--- src/rtl/iowb_pkg.sv ---
// Shared types for the IO window bridge.
// Assumes a 2-bit size code; code 3 is treated like a word.
package iowb_pkg;
    typedef enum logic [1:0] {
        SZ_BYTE = 2'd0,
        SZ_HALF = 2'd1,
        SZ_WORD = 2'd2
    } xfer_size_e;

    typedef enum logic [1:0] {
        ST_IDLE = 2'd0,
        ST_PORT = 2'd1,
        ST_DONE = 2'd2
    } seq_state_e;
endpackage

--- src/rtl/iowb_window_decode.sv ---
// Window decode: flags addresses whose upper bits match the window base
// and yields the truncated port address.
// Assumes the window size is 2**PORT_AW and the base is aligned to it.
module iowb_window_decode #(
    parameter int                ADDR_W   = 32,
    parameter int                PORT_AW  = 16,
    parameter logic [ADDR_W-1:0] WIN_BASE = 32'h7000_0000
) (
    input  logic [ADDR_W-1:0]  addr,
    output logic               hit,
    output logic [PORT_AW-1:0] port_addr
);
    localparam int TAG_W = ADDR_W - PORT_AW;
    localparam logic [TAG_W-1:0] BASE_TAG = WIN_BASE[ADDR_W-1:PORT_AW];

    // Compare the tag bits and pass the offset through.
    always_comb begin
        hit       = (addr[ADDR_W-1:PORT_AW] == BASE_TAG);
        port_addr = addr[PORT_AW-1:0];
    end
endmodule

--- src/rtl/iowb_lane_steer.sv ---
// Lane steering: keeps only the bytes an access size covers. In big-endian
// mode it reverses their order. Used on both the write and the read path.
// Assumes DATA_W is a whole number of bytes and at least 32 bits.
module iowb_lane_steer #(
    parameter int DATA_W     = 32,
    parameter bit BIG_ENDIAN = 1'b1
) (
    input  logic [DATA_W-1:0] din,
    input  logic [1:0]        size,
    output logic [DATA_W-1:0] dout
);
    import iowb_pkg::*;
    localparam int LANES = DATA_W / 8;

    int nbytes;

    // Number of active lanes for this size.
    always_comb begin
        case (xfer_size_e'(size))
            SZ_BYTE: nbytes = 1;
            SZ_HALF: nbytes = 2;
            default: nbytes = 4;
        endcase
    end

    generate
        if (BIG_ENDIAN) begin : g_be
            // Reverse the active lanes, zero the rest.
            always_comb begin
                dout = '0;
                for (int i = 0; i < LANES; i++) begin
                    if (i < nbytes)
                        dout[8*i +: 8] = din[8*(nbytes-1-i) +: 8];
                end
            end
        end else begin : g_le
            // Keep the active lanes in place, zero the rest.
            always_comb begin
                dout = '0;
                for (int i = 0; i < LANES; i++) begin
                    if (i < nbytes)
                        dout[8*i +: 8] = din[8*i +: 8];
                end
            end
        end
    endgenerate
endmodule

--- src/rtl/iowb_port_seq.sv ---
// Port sequencer: takes one claimed request, holds a port cycle until the
// peripheral acknowledges, then gives a one-cycle completion pulse.
// Assumes the requester holds its request until the completion pulse.
module iowb_port_seq #(
    parameter int DATA_W  = 32,
    parameter int PORT_AW = 16
) (
    input  logic               clk,
    input  logic               rst_n,
    input  logic               start,
    input  logic [PORT_AW-1:0] req_addr,
    input  logic [1:0]         req_size,
    input  logic               req_write,
    input  logic [DATA_W-1:0]  req_wdata,
    input  logic               io_ready,
    input  logic [DATA_W-1:0]  rd_steered,
    output logic               io_valid,
    output logic [PORT_AW-1:0] io_addr,
    output logic [1:0]         io_size,
    output logic               io_write,
    output logic [DATA_W-1:0]  io_wdata,
    output logic               done,
    output logic [DATA_W-1:0]  rdata
);
    import iowb_pkg::*;

    seq_state_e         state;
    logic [PORT_AW-1:0] addr_q;
    logic [1:0]         size_q;
    logic               write_q;
    logic [DATA_W-1:0]  wdata_q;
    logic [DATA_W-1:0]  rdata_q;

    // State machine: idle, port cycle, completion.
    always_ff @(posedge clk) begin
        if (!rst_n) begin
            state <= ST_IDLE;
        end else begin
            case (state)
                ST_IDLE: if (start)    state <= ST_PORT;
                ST_PORT: if (io_ready) state <= ST_DONE;
                default:               state <= ST_IDLE;
            endcase
        end
    end

    // Capture the request fields when a port cycle starts.
    always_ff @(posedge clk) begin
        if (!rst_n) begin
            addr_q  <= '0;
            size_q  <= '0;
            write_q <= 1'b0;
            wdata_q <= '0;
        end else if (state == ST_IDLE && start) begin
            addr_q  <= req_addr;
            size_q  <= req_size;
            write_q <= req_write;
            wdata_q <= req_wdata;
        end
    end

    // Capture the steered read data at the handshake; writes return zero.
    always_ff @(posedge clk) begin
        if (!rst_n)
            rdata_q <= '0;
        else if (state == ST_PORT && io_ready)
            rdata_q <= write_q ? '0 : rd_steered;
    end

    // Drive the outputs from state and captured fields.
    always_comb begin
        io_valid = (state == ST_PORT);
        done     = (state == ST_DONE);
        io_addr  = addr_q;
        io_size  = size_q;
        io_write = write_q;
        io_wdata = wdata_q;
        rdata    = rdata_q;
    end
endmodule

--- src/rtl/io_window_bridge.sv ---
// IO window bridge top: decodes the window, steers write lanes before
// capture and read lanes at the handshake, and runs one port cycle per
// claimed request.
// Assumes one outstanding request at a time.
module io_window_bridge #(
    parameter int                ADDR_W     = 32,
    parameter int                DATA_W     = 32,
    parameter int                PORT_AW    = 16,
    parameter logic [ADDR_W-1:0] WIN_BASE   = 32'h7000_0000,
    parameter bit                BIG_ENDIAN = 1'b1
) (
    input  logic               clk,
    input  logic               rst_n,
    input  logic               cpu_valid,
    input  logic [ADDR_W-1:0]  cpu_addr,
    input  logic               cpu_write,
    input  logic [1:0]         cpu_size,
    input  logic [DATA_W-1:0]  cpu_wdata,
    output logic               cpu_claim,
    output logic               cpu_ready,
    output logic [DATA_W-1:0]  cpu_rdata,
    output logic               io_valid,
    input  logic               io_ready,
    output logic [PORT_AW-1:0] io_addr,
    output logic [1:0]         io_size,
    output logic               io_write,
    output logic [DATA_W-1:0]  io_wdata,
    input  logic [DATA_W-1:0]  io_rdata
);
    logic               hit;
    logic [PORT_AW-1:0] port_addr;
    logic [DATA_W-1:0]  wr_steered;
    logic [DATA_W-1:0]  rd_steered;

    iowb_window_decode #(
        .ADDR_W(ADDR_W), .PORT_AW(PORT_AW), .WIN_BASE(WIN_BASE)
    ) u_decode (
        .addr(cpu_addr), .hit(hit), .port_addr(port_addr)
    );

    iowb_lane_steer #(
        .DATA_W(DATA_W), .BIG_ENDIAN(BIG_ENDIAN)
    ) u_wr_steer (
        .din(cpu_wdata), .size(cpu_size), .dout(wr_steered)
    );

    iowb_lane_steer #(
        .DATA_W(DATA_W), .BIG_ENDIAN(BIG_ENDIAN)
    ) u_rd_steer (
        .din(io_rdata), .size(io_size), .dout(rd_steered)
    );

    iowb_port_seq #(
        .DATA_W(DATA_W), .PORT_AW(PORT_AW)
    ) u_seq (
        .clk(clk), .rst_n(rst_n),
        .start(cpu_valid && hit),
        .req_addr(port_addr), .req_size(cpu_size),
        .req_write(cpu_write), .req_wdata(wr_steered),
        .io_ready(io_ready), .rd_steered(rd_steered),
        .io_valid(io_valid), .io_addr(io_addr), .io_size(io_size),
        .io_write(io_write), .io_wdata(io_wdata),
        .done(cpu_ready), .rdata(cpu_rdata)
    );

    // Expose the window decode to the requester.
    always_comb cpu_claim = hit;
endmodule

--- config.mk ---
export PLATFORM = sky130hd
export DESIGN_NAME = io_window_bridge
export DESIGN_NICKNAME = d
export VERILOG_FILES = /design/src/rtl/iowb_pkg.sv /design/src/rtl/iowb_window_decode.sv /design/src/rtl/iowb_lane_steer.sv /design/src/rtl/iowb_port_seq.sv /design/src/rtl/io_window_bridge.sv
export SDC_FILE = /design/constraint.sdc
export NUM_CORES = 1
export LEC_CHECK = 0
export ABC_CLOCK_PERIOD_IN_PS = 2400
export BUFFER_PORTS_ARGS = -buffer_cell sky130_fd_sc_hd__buf_2
export CAP_MARGIN = 20
export CORE_UTILIZATION = 42
export CTS_CLUSTER_DIAMETER = 40
export DETAILED_ROUTE_END_ITERATION = 6
export PLACE_DENSITY = 0.8
export RECOVER_POWER = 100
export SLEW_MARGIN = 10
export SYNTH_ARGS = -nofsm -noshare
export SYNTH_HDL_FRONTEND = slang
export SYNTH_SLANG_ARGS = --single-unit
--- constraint.sdc ---
create_clock -name clk -period 2.4 [get_ports clk]
set_input_delay 0.12 -clock clk [delete_from_list [all_inputs] [get_ports clk]]
set_output_delay 0.12 -clock clk [all_outputs]
set_load 0.03 [all_outputs]
==> results of run 1 <==
## synthesized netlist by cell type, drive strengths merged (2+ instances only)
library cell | number | share of area
nand2 | 71 | 0.069
ha | 3 | 0.0098
nor2b | 13 | 0.021
nor2 | 3 | 0.0036
nand3 | 17 | 0.022
a22oi | 8 | 0.016
nor3b | 2 | 0.0039
dfxtp | 85 | 0.44
nand4 | 16 | 0.026
mux4 | 16 | 0.094
clkbuf | 24 | 0.023
inv | 5 | 0.0049
a22o | 39 | 0.089
mux2i | 35 | 0.091
clkinv | 2 | 0.0020
or4 | 3 | 0.0068
buf | 9 | 0.023
and2 | 4 | 0.0065
o21ai | 16 | 0.021
## per-stage QoR
step | cells | setup slack, ns | total power [uW] | util
after floorplan | 381 | 0.150 | 1560 | -
after global placement | 656 | 0.426 | 1690 | 0.552
after detailed placement | 656 | 0.294 | 1690 | 0.552
after CTS | 697 | 0.295 | 2770 | 0.603
after global routing | 697 | 0.0434 | 2850 | 0.587
final | 697 | 0.204 | 2750 | 0.587
## critical path: stages
cell and delay (ns):
sky130_fd_sc_hd__buf_2 0.10, sky130_fd_sc_hd__or4_4 0.51, sky130_fd_sc_hd__nor4_1 0.43, sky130_fd_sc_hd__clkbuf_1 0.59, sky130_fd_sc_hd__buf_2 0.32
## power breakdown
part / switching, uW / total [uW] / internal [uW]
Clock: 565 / 1060 / 494
Combinational: 135 / 285 / 150
Sequential: 0.00359 / 1410 / 1410
Total: 699 / 2750 / 2050
## cell usage in the layout, fill, tap and decap left out, types with 15 or more instances in the layout
cell type	synthesis	routed
sky130_fd_sc_hd__buf_2	1	102
sky130_fd_sc_hd__clkbuf_1	24	86
sky130_fd_sc_hd__dfxtp_1	85	85
sky130_fd_sc_hd__nand2_1	71	71
sky130_fd_sc_hd__a22o_1	39	39
sky130_fd_sc_hd__mux2i_1	35	35
sky130_fd_sc_hd__dlygate4sd3_1	0	25
sky130_fd_sc_hd__nand3_1	17	17
sky130_fd_sc_hd__mux4_2	16	16
sky130_fd_sc_hd__nand4_1	16	16
sky130_fd_sc_hd__o21ai_0	5	15
## state kept, by name, indices dropped and copies added (netlist names)
| name | cells |
|---|---|
| u_seq.state | 2 |
| u_seq.io_size | 2 |
| u_seq.io_wdata | 32 |
| u_seq.io_write | 1 |
| u_seq.rdata | 32 |
| u_seq.io_addr | 16 |
## worst max-delay path by stage
stage	from	end	cells after the start
final	cpu_addr[21]	cpu_claim	5
after global routing	u_seq.io_size[0]	u_seq.rdata[3]	6
after CTS	u_seq.io_size[0]	u_seq.rdata[3]	6
after detailed placement	u_seq.io_size[0]	u_seq.rdata[3]	6
after global placement	u_seq.io_size[0]	u_seq.rdata[3]	6
after floorplan	u_seq.io_size[1]	u_seq.rdata[3]	6
## layer usage
| metal | vias to the layer above | routed length, um | part of all wire |
|---|---|---|---|
| met4 | 0 | 193 | 0.017 |
| met1 | 1785 | 4680 | 0.42 |
| met5 | - | 0 | 0 |
| li1 | 1794 | - | - |
| met3 | 19 | 920 | 0.082 |
| met2 | 181 | 5450 | 0.49 |
## cell families after synthesis
family / Yosys count
compound gates: 66
buf+inv: 40
simple gates: 133
flops: 85
mux: 52
xor+xnor: 2
fa+ha+maj: 3
## area by class of cell
class	count	area [um^2]	share of cell area
multi-input cells	256	1930	0.374
flip-flops and latches	85	1700	0.329
clock inverters	7	80.1	0.0155
repair buffers	225	1170	0.226
clock buffers	9	124	0.0240
inverters	7	26.3	0.00508
well taps	108	135	0.0261
==> qor.txt, run 1 <==
gp weighted congestion -> 0.890
count of flip-flops with a built-in enable after synthesis -> 0
skew final -> 0.00951 ns
global-route usage over all layers -> 0.234
area growth from synthesis to final layout -> 34.4%
source of the worst hold timing path -> cpu_addr[15]
Pre-antenna DRT Iters -> 7
largest net degree at the start of global routing -> 60
overall overflow remaining after global route -> 0
Final Cycle Share -> 0.915
violations in the final reports -> design-rule violations
global routing usage on met3 -> 0.0568
number of instances in the synthesized netlist -> 381
clock period minus final worst setup slack -> 2.20 ns
cell count of the worst hold path -> 3
r2r worst-path depth -> 6
actual transition at the worst max-transition pin -> 1.13 ns
average vias per placed instance -> 5.42
maximum level of the CTS H-tree -> 3
post-CTS setup buffer count -> 0
number of buffers inserted by hold repair at cts -> 25
Buffers on Ports -> 188
Netlist cell types -> 36
main combinational cell family by area after synthesis -> multiplexers
met1 usage in global routing -> 0.284
maximum ir drop on the vdd rail -> 0.250 mV
Placed Area -> 4860 um^2
average wire per cell in the routed design -> 16.1 um
IO Pins -> 189
Clock Pin Slew Worst Setup and Hold Paths -> 0.09 ns
Die Footprint -> 9540 um^2
number of max-cap violations -> 0
number of slew-limit violations in the final report -> 0
TritonCTS buffer count -> 9
startpoint of the lowest-slack register-to-register path -> u_seq.io_size[0]
number of register bits inferred by synthesis -> 85
starting utilization of the core area -> 0.437
Layout Nets -> 690
dominant synthesized flop cell -> sky130_fd_sc_hd__dfxtp_1
grt peak-use layer -> met2
die outline width -> 97.7 um
number of global-route vias before repair -> 3638
CTS resizes -> 0
Synth Area in Compound Gates -> 0.132
end of the worst hold path -> u_seq.io_addr[15]
global-route wire length before repair -> 17900 um
initial antenna violation count -> 0
number of fill cells -> 808
type of the worst setup path -> in -> out
Hold Path Class -> in -> reg
async set-reset flop share out of synthesis -> 0
leakage power -> 0.00200 uW
design area -> 5170 um^2
Setup crit start kind -> primary input
register area share after synthesis -> 0.443
maximum clock frequency -> 0.455 GHz
Post-Synth XOR/XNOR Area -> 0.00456
worst-case headroom to the max-slew limit -> 0.248
count of clock tree sinks -> 85
number of inserted diodes -> 0
post-synthesis simple-gate area fraction -> 0.171
mapped cell area -> 3840 um^2
count of nets left with antenna violations after detail routing -> 0
total number of vias -> 3779
final number of hold-violating endpoints -> 0
met2 global-route usage -> 0.404
outcome -> finished, violations left
data required time at the worst endpoint -> 2.28 ns
worst-skew pair later-pin latency -> 0.36 ns
DRC violation total after the first TritonRoute iteration -> 236
total DRC errors in the routed layout -> 30
number of cell rows -> 34
Power Density -> 533 nW/um^2
unrepaired setup endpoints after global routing -> false
aggregate routed wire length -> 11200 um
Syn Nets -> 487
Mapped Avg Cell Area -> 10.1 um^2
number of setup violations in the final report -> 0
sum of negative setup slack -> 0 ns
clock tree root driver cell -> sky130_fd_sc_hd__clkbuf_8
clk buf depth -> 2
share of cells above drive strength 1 -> 0.258
final worst hold slack -> 0.0160 ns
core footprint -> 8810 um^2
CP Max Fanout -> 17
vertical extent of the die -> 97.7 um
total half-perimeter wirelength after legalization and detailed placement -> 8110 um
arithmetic-cell share of the synthesized area counting full adders, half adders and majority gates -> 0.00976
multiplexer share of the synthesized area -> 0.188
clock tree from TritonCTS -> yes
Worst EP arrival -> 2.08 ns
setup slack, reg-to-reg -> 0.27 ns
Critical Path End Type -> output pin
Ys Warns -> 0
RR Endpoint -> u_seq.rdata[3]
Power figures use the tool's default switching activity.
==> run 2, diff against run 1 <==
- ABC_AREA: unset -> 1
- PLACE_DENSITY: 0.8 -> 0.79
==> qor.txt, run 2 <==
outcome -> complete, no violations
commonest cells in the netlist -> sky130_fd_sc_hd__nand2_1, sky130_fd_sc_hd__nor2_1, sky130_fd_sc_hd__dfxtp_1, sky130_fd_sc_hd__nand3_1, sky130_fd_sc_hd__a21oi_1
number of global-route vias before repair -> 4380 (+20%)
share of cells above drive strength 1 -> 0.168 (-0.0902)
average wire per cell in the routed design -> 14.0 um (-13%)
most common cell after layout, fill and taps aside -> sky130_fd_sc_hd__nand2_1
starting utilization of the core area -> 0.433 (-0.00370)
share of power burned in the clock network -> 0.389 (+0.004)
overall overflow remaining after global route -> 0 (unchanged)
clock tree root driver cell -> sky130_fd_sc_hd__clkbuf_8
Buffers on Ports -> 188 (unchanged)
unrepaired setup endpoints after global routing -> false
post-CTS setup buffer count -> 0 (unchanged)
dominant cell by count in the synthesized netlist -> sky130_fd_sc_hd__nand2_1
Clock Pin Slew Worst Setup and Hold Paths -> 0.09 ns (about the same)
startpoint of the lowest-slack register-to-register path -> u_seq.state[1]
aggregate routed wire length -> 12800 um (+14%)
clk buf depth -> 2 (unchanged)
Hold Path Class -> in -> reg
Mapped Avg Cell Area -> 6.61 um^2 (-34%)
leakage power -> 0.00241 uW (+21%)
number of slew-limit violations in the final report -> 0 (unchanged)
area growth from synthesis to final layout -> 32.7%
RR Endpoint -> u_seq.io_addr[0]
die outline width -> 99.4 um (+1.7%)
global-route usage over all layers -> 0.258 (+0.0241)
most used cells in the layout excluding fill and tap cells -> sky130_fd_sc_hd__nand2_1, sky130_fd_sc_hd__nor2_1, sky130_fd_sc_hd__buf_2
cell count of the worst hold path -> 3 (unchanged)
number of buffer and inverter instances along the worst setup path -> 2 (-1)
Setup crit start kind -> register
count of nets left with antenna violations after detail routing -> 0 (unchanged)
first element of the critical path -> u_seq.state[1]
Critical Path End Type -> register
Netlist cell types -> 25 (-31%)
number of register bits inferred by synthesis -> 85 (unchanged)
final number of hold-violating endpoints -> 0 (unchanged)
critical-path cell with the highest stage delay -> sky130_fd_sc_hd__inv_1
largest net degree at the start of global routing -> 50 (-17%)
total power draw -> 2780 uW (+1.0%)
Worst EP arrival -> 2.31 ns (+0.23 ns)
Power Density -> 526 nW/um^2 (-1.1%)
DRC violation total after the first TritonRoute iteration -> 207 (-12%)
maximum clock frequency -> 0.483 GHz (+6.2%)
skew final -> 0.0125 ns (+0.00303 ns)
CP cell instances -> or2_0 -> nor2_1 -> clkinv_1 -> nor2_4 -> inv_1 -> nor2_1 -> nor2_1
mapped cell area -> 3980 um^2 (+3.5%)
number of inserted diodes -> 0 (unchanged)
worst-skew pair later-pin latency -> 0.35 ns (about the same)
end of the worst hold path -> u_seq.rdata[20]
Pre-antenna DRT Iters -> 7 (unchanged)
register area share after synthesis -> 0.427 (-0.0152)
r2r worst-path depth -> 7 (+1)
top-area cell type share of the netlist area -> 0.427 (-0.0152)
source of the worst hold timing path -> io_rdata[12]
number of setup violations in the final report -> 0 (unchanged)
number of instances in the synthesized netlist -> 602 (+58%)
Syn Nets -> 708 (+45%)
cell taking the most area after synthesis -> sky130_fd_sc_hd__dfxtp_1
number of fill cells -> 911 (+13%)
total half-perimeter wirelength after legalization and detailed placement -> 9250 um (+14%)
setup slack, reg-to-reg -> 0.33 ns (+0.06 ns)
TritonCTS buffer count -> 9 (unchanged)
P_int -> 2070 uW (+0.63%)
type of the worst setup path -> reg -> reg
Flop pwr share -> 0.507 (-0.005)
cell family contributing the most delay on the critical path -> simple AND/OR/NAND/NOR gates
Die Footprint -> 9870 um^2 (+3.5%)
dominant synthesized flop cell -> sky130_fd_sc_hd__dfxtp_1
async set-reset flop share out of synthesis -> 0 (unchanged)
Ys Warns -> 0 (unchanged)
Combinational Power Share -> 0.105 (about the same)
clock period minus final worst setup slack -> 2.07 ns (-0.127 ns)
count of flip-flops with a built-in enable after synthesis -> 0 (unchanged)
worst-case headroom to the max-slew limit -> 0.215 (-0.0330)
count of clock tree sinks -> 85 (unchanged)
Crit path top cell by count -> sky130_fd_sc_hd__nor2_1
IO Pins -> 189 (unchanged)
maximum level of the CTS H-tree -> 3 (unchanged)
core footprint -> 9200 um^2 (+4.4%)
global-route wire length before repair -> 20400 um (+14%)
Final Cycle Share -> 0.862 (-0.0530)
Layout Nets -> 905 (+31%)
Psw -> 714 uW (+2.1%)
maximum ir drop on the vdd rail -> 0.328 mV (+31%)
top post-synthesis cells by area -> sky130_fd_sc_hd__dfxtp_1, sky130_fd_sc_hd__nand2_1, sky130_fd_sc_hd__nor2_1, sky130_fd_sc_hd__nand3_1, sky130_fd_sc_hd__a21oi_1
number of cell rows -> 35 (+2.9%)
sum of negative setup slack -> 0 ns (unchanged)
total DRC errors in the routed layout -> 0 (-100%)
CP Max Fanout -> 26 (+9)
vertical extent of the die -> 99.4 um (+1.7%)
clock tree from TritonCTS -> yes
gp weighted congestion -> 0.956 (+7.4%)
number of max-cap violations -> 0 (unchanged)
average vias per placed instance -> 5.13 (-5.4%)
data required time at the worst endpoint -> 2.64 ns (+0.36 ns)
total number of vias -> 4691 (+24%)
actual transition at the worst max-transition pin -> 1.18 ns (+0.0502 ns)
switching part of the total -> 0.257 (+0.00277)
slowest cell delay on critical path -> 0.46 ns (-0.13 ns)
initial antenna violation count -> 0 (unchanged)
==> run 2: cell count changes in the layout (fill, tap and decap cells not counted), sizes merged, moves of 17 or more <==
cell	change
a21oi	+54
a22o	-39
inv	+17
mux2i	-35
nand2	+88
nand3	+49
nor2	+117
o21ai	+33
==> run 2: cell type report <==
| cell class | count | area (um^2) | area share |
|---|---|---|---|
| multi-input cells | 458 | 2020 | 0.382 |
| flip-flops and latches | 85 | 1700 | 0.322 |
| repair buffers | 219 | 1110 | 0.211 |
| clock buffers | 11 | 141 | 0.0268 |
| well taps | 111 | 139 | 0.0263 |
| inverters | 26 | 97.6 | 0.0185 |
| clock inverters | 5 | 67.6 | 0.0128 |
==> run 2: what timing repair did <==
action                                 4_1_cts  5_1_grt
endpoints found under the hold margin       20        1
hold buffers                                20        1
resized for setup                            0        0
==> run 2: through the flow <==
step	hold slack, ns	instances	utilization	worst slack (ns)	area, um^2
6_report	0.0170	915	0.574	0.332	5280
5_1_grt	0.0136	915	0.574	0.173	5280
4_1_cts	0.00115	914	0.586	0.447	5390
3_5_place_dp	0.353	878	0.542	0.461	4980
3_3_place_gp	0.342	878	0.542	0.581	4980
2_1_floorplan	0.251	602	-	0.485	3980
==> run 2: cells by family after synthesis <==
| group | after synthesis | synth area share |
|---|---|---|
| simple gates | 349 | 0.364 |
| compound gates | 104 | 0.131 |
| flops | 85 | 0.427 |
| buf+inv | 59 | 0.0635 |
| fa+ha+maj | 3 | 0.00943 |
| xor+xnor | 2 | 0.00440 |
==> run 2: power groups by stage <==
stage / registers (uW) / logic, uW / clock network (uW)
after global routing: 1410 / 320 / 1160
after detailed placement: 1440 / 258 / 0
final: 1410 / 291 / 1080
after floorplan: 1440 / 124 / 0
after global placement: 1440 / 255 / 0
after CTS: 1410 / 284 / 1110
==> run 2: worst max-delay path by stage <==
stage	to	slack (ns)	cells after the start
2_1_floorplan	u_seq.rdata[7]	0.49	10
3_5_place_dp	u_seq.rdata[3]	0.46	7
3_3_place_gp	u_seq.rdata[2]	0.58	7
6_report	u_seq.io_addr[0]	0.33	7
4_1_cts	u_seq.rdata[1]	0.45	7
5_1_grt	u_seq.io_addr[0]	0.17	7
==> run 2: per-layer routing <==
| layer | wire length (um) | global-route usage | up-vias |
|---|---|---|---|
| li1 | - | - | 2330 |
| met1 | 5410 | 0.326 | 2102 |
| met2 | 6090 | 0.439 | 235 |
| met3 | 1120 | 0.0541 | 24 |
| met4 | 221 | 0.0882 | 0 |
| met5 | 0 | 0 | - |
==> run 2: worst register-to-register path: cells and delay by family (launching register included) <==
kind	cells	cell delay (ns)
flip-flops	1	0.31
AND/OR/NAND/NOR	5	1.06
buffers and inverters	2	0.60
==> run 3, diff against run 2 <==
- PLACE_DENSITY: 0.79 -> 0.74
==> qor.txt, run 3 (synthesized netlist as in run 2, its figures left out) <==
outcome -> complete, no violations
count of clock tree sinks -> 85 (unchanged)
total number of vias -> 4727 (+0.77%)
unrepaired setup endpoints after global routing -> false
maximum ir drop on the vdd rail -> 0.306 mV (-6.5%)
die outline width -> 99.4 um (unchanged)
number of setup violations in the final report -> 0 (unchanged)
Final Cycle Share -> 0.857 (-0.00471)
total half-perimeter wirelength after legalization and detailed placement -> 9050 um (-2.1%)
Placed Area -> 4970 um^2 (-0.15%)
multi-input combinational cell area -> 2020 um^2 (unchanged)
Power Density -> 517 nW/um^2 (-1.9%)
core footprint -> 9200 um^2 (unchanged)
worst-case headroom to the max-slew limit -> 0.248 (+0.0327)
number of cell rows -> 35 (unchanged)
global-route usage over all layers -> 0.261 (+0.00271)
Layout Nets -> 909 (+0.44%)
actual transition at the worst max-transition pin -> 1.13 ns (-0.0491 ns)
P_int -> 2040 uW (-1.4%)
switching part of the total -> 0.258 (+0.000665)
total power draw -> 2740 uW (-1.4%)
aggregate routed wire length -> 12700 um (-1.2%)
IO Pins -> 189 (unchanged)
vertical extent of the die -> 99.4 um (unchanged)
area growth from synthesis to final layout -> 33.3%
Clock Pin Slew Worst Setup and Hold Paths -> 0.09 ns (about the same)
type of the worst setup path -> reg -> reg
clock tree root driver cell -> sky130_fd_sc_hd__clkbuf_8
initial antenna violation count -> 0 (unchanged)
final worst hold slack -> 0.0153 ns (-0.00169 ns)
starting utilization of the core area -> 0.433 (unchanged)
overall overflow remaining after global route -> 0 (unchanged)
most used cells in the layout excluding fill and tap cells -> sky130_fd_sc_hd__nand2_1, sky130_fd_sc_hd__nor2_1, sky130_fd_sc_hd__buf_2
skew final -> 0.0178 ns (+0.00523 ns)
Hold Path Class -> in -> reg
design area -> 5310 um^2 (+0.52%)
number of buffers inserted by hold repair at cts -> 26 (+30%)
number of max-cap violations -> 0 (unchanged)
TritonCTS buffer count -> 9 (unchanged)
Die Footprint -> 9870 um^2 (unchanged)
number of slew-limit violations in the final report -> 0 (unchanged)
CP Max Fanout -> 14 (-46%)
number of global-route vias before repair -> 4392 (+0.27%)
count of nets left with antenna violations after detail routing -> 0 (unchanged)
average wire per cell in the routed design -> 13.8 um (-1.6%)
global-route wire length before repair -> 20400 um (-0.13%)
clk buf depth -> 2 (unchanged)
Critical Path End Type -> register
CTS resizes -> 0 (unchanged)
FF/Latch Area -> 1700 um^2 (unchanged)
final number of hold-violating endpoints -> 0 (unchanged)
DRC violation total after the first TritonRoute iteration -> 166 (-20%)
Setup crit start kind -> register
maximum level of the CTS H-tree -> 3 (unchanged)
number of inserted diodes -> 0 (unchanged)
Psw -> 706 uW (-1.1%)
share of cells above drive strength 1 -> 0.166 (-0.00207)
most common cell after layout, fill and taps aside -> sky130_fd_sc_hd__nand2_1
gp weighted congestion -> 0.929 (-2.8%)
largest net degree at the start of global routing -> 50 (unchanged)
worst-skew pair later-pin latency -> 0.36 ns (about the same)
share of power burned in the clock network -> 0.378 (-0.011)
sum of negative setup slack -> 0 ns (unchanged)
post-CTS setup buffer count -> 0 (unchanged)
Buffers on Ports -> 188 (unchanged)
average vias per placed instance -> 5.14 (+0.33%)
Worst EP arrival -> 2.29 ns (-0.02 ns)
Flop pwr share -> 0.514 (+0.007)
Combinational Power Share -> 0.108 (+0.003)
leakage power -> 0.00242 uW (+0.27%)
number of fill cells -> 921 (+1.1%)
clock period minus final worst setup slack -> 2.06 ns (-0.0113 ns)
clock tree from TritonCTS -> yes
total DRC errors in the routed layout -> 0 (unchanged)
Pre-antenna DRT Iters -> 5 (-2)
maximum clock frequency -> 0.486 GHz (+0.55%)
data required time at the worst endpoint -> 2.63 ns (about the same)
run 3: changes by cell type in the layout (fill, tap and decap cells not counted):
cell and change:
sky130_fd_sc_hd__buf_4 -2, sky130_fd_sc_hd__dlygate4sd3_1 +5, sky130_fd_sc_hd__inv_8 -1, sky130_fd_sc_hd__clkinv_2 +1, sky130_fd_sc_hd__clkbuf_2 +1, sky130_fd_sc_hd__clkbuf_8 -1, sky130_fd_sc_hd__clkinvlp_4 +1, sky130_fd_sc_hd__clkinv_4 -2
sky130_fd_sc_hd__inv_6 +2
run 3: metal layers:
metal | global-route usage | share of wire | wire length, um
met1 | 0.325 | 0.44 | 5550
met2 | 0.446 | 0.48 | 6120
met4 | 0.0701 | 0.0096 | 122
met5 | 0 | 0 | 0
met3 | 0.0717 | 0.070 | 893
run 3: worst paths after layout:
path | start | endpoint | slack [ns] | cells past startpoint
setup / recovery | u_seq.io_size[0] | u_seq.rdata[2] | 0.34 | 7
hold / removal | io_rdata[12] | u_seq.rdata[20] | 0.02 | 3
setup reg to reg | u_seq.io_size[0] | u_seq.rdata[2] | 0.34 | 7
hold reg to reg | u_seq.io_wdata[30] | u_seq.io_wdata[30] | 0.47 | 2
run 3: final cells by class:
cell class | count | area share
Inverter | 26 | 0.0184
Clock buffer | 10 | 0.0240
Clock inverter | 6 | 0.0130
Timing Repair Buffer | 223 | 0.218
Multi-Input combinational cell | 458 | 0.380
Sequential cell | 85 | 0.321
Tap cell | 111 | 0.0262
run 3: stage by stage:
stage | setup WS (ns) | utilization | std cells
floorplan | 0.485 | - | 602
global placement | 0.188 | 0.541 | 877
global route | 0.143 | 0.577 | 919
CTS | 0.400 | 0.590 | 919
detailed placement | 0.0964 | 0.541 | 877
finish | 0.343 | 0.577 | 919
run 3: critical path: stages (launching register included):
cell	delay, ns
sky130_fd_sc_hd__dfxtp_1	0.53
sky130_fd_sc_hd__nand2_1	0.24
sky130_fd_sc_hd__ha_1	0.60
sky130_fd_sc_hd__inv_1	0.17
sky130_fd_sc_hd__a21oi_1	0.17
sky130_fd_sc_hd__a21oi_1	0.09
sky130_fd_sc_hd__nand2_1	0.07
sky130_fd_sc_hd__a21oi_1	0.06
run 3: power by group through the flow:
stage / Combinational, uW / Clock, uW / Sequential [uW]
after global placement: 254 / 0 / 1440
final: 296 / 1040 / 1410
after global routing: 325 / 1130 / 1410
after CTS: 291 / 1070 / 1410
after floorplan: 124 / 0 / 1440
after detailed placement: 257 / 0 / 1440
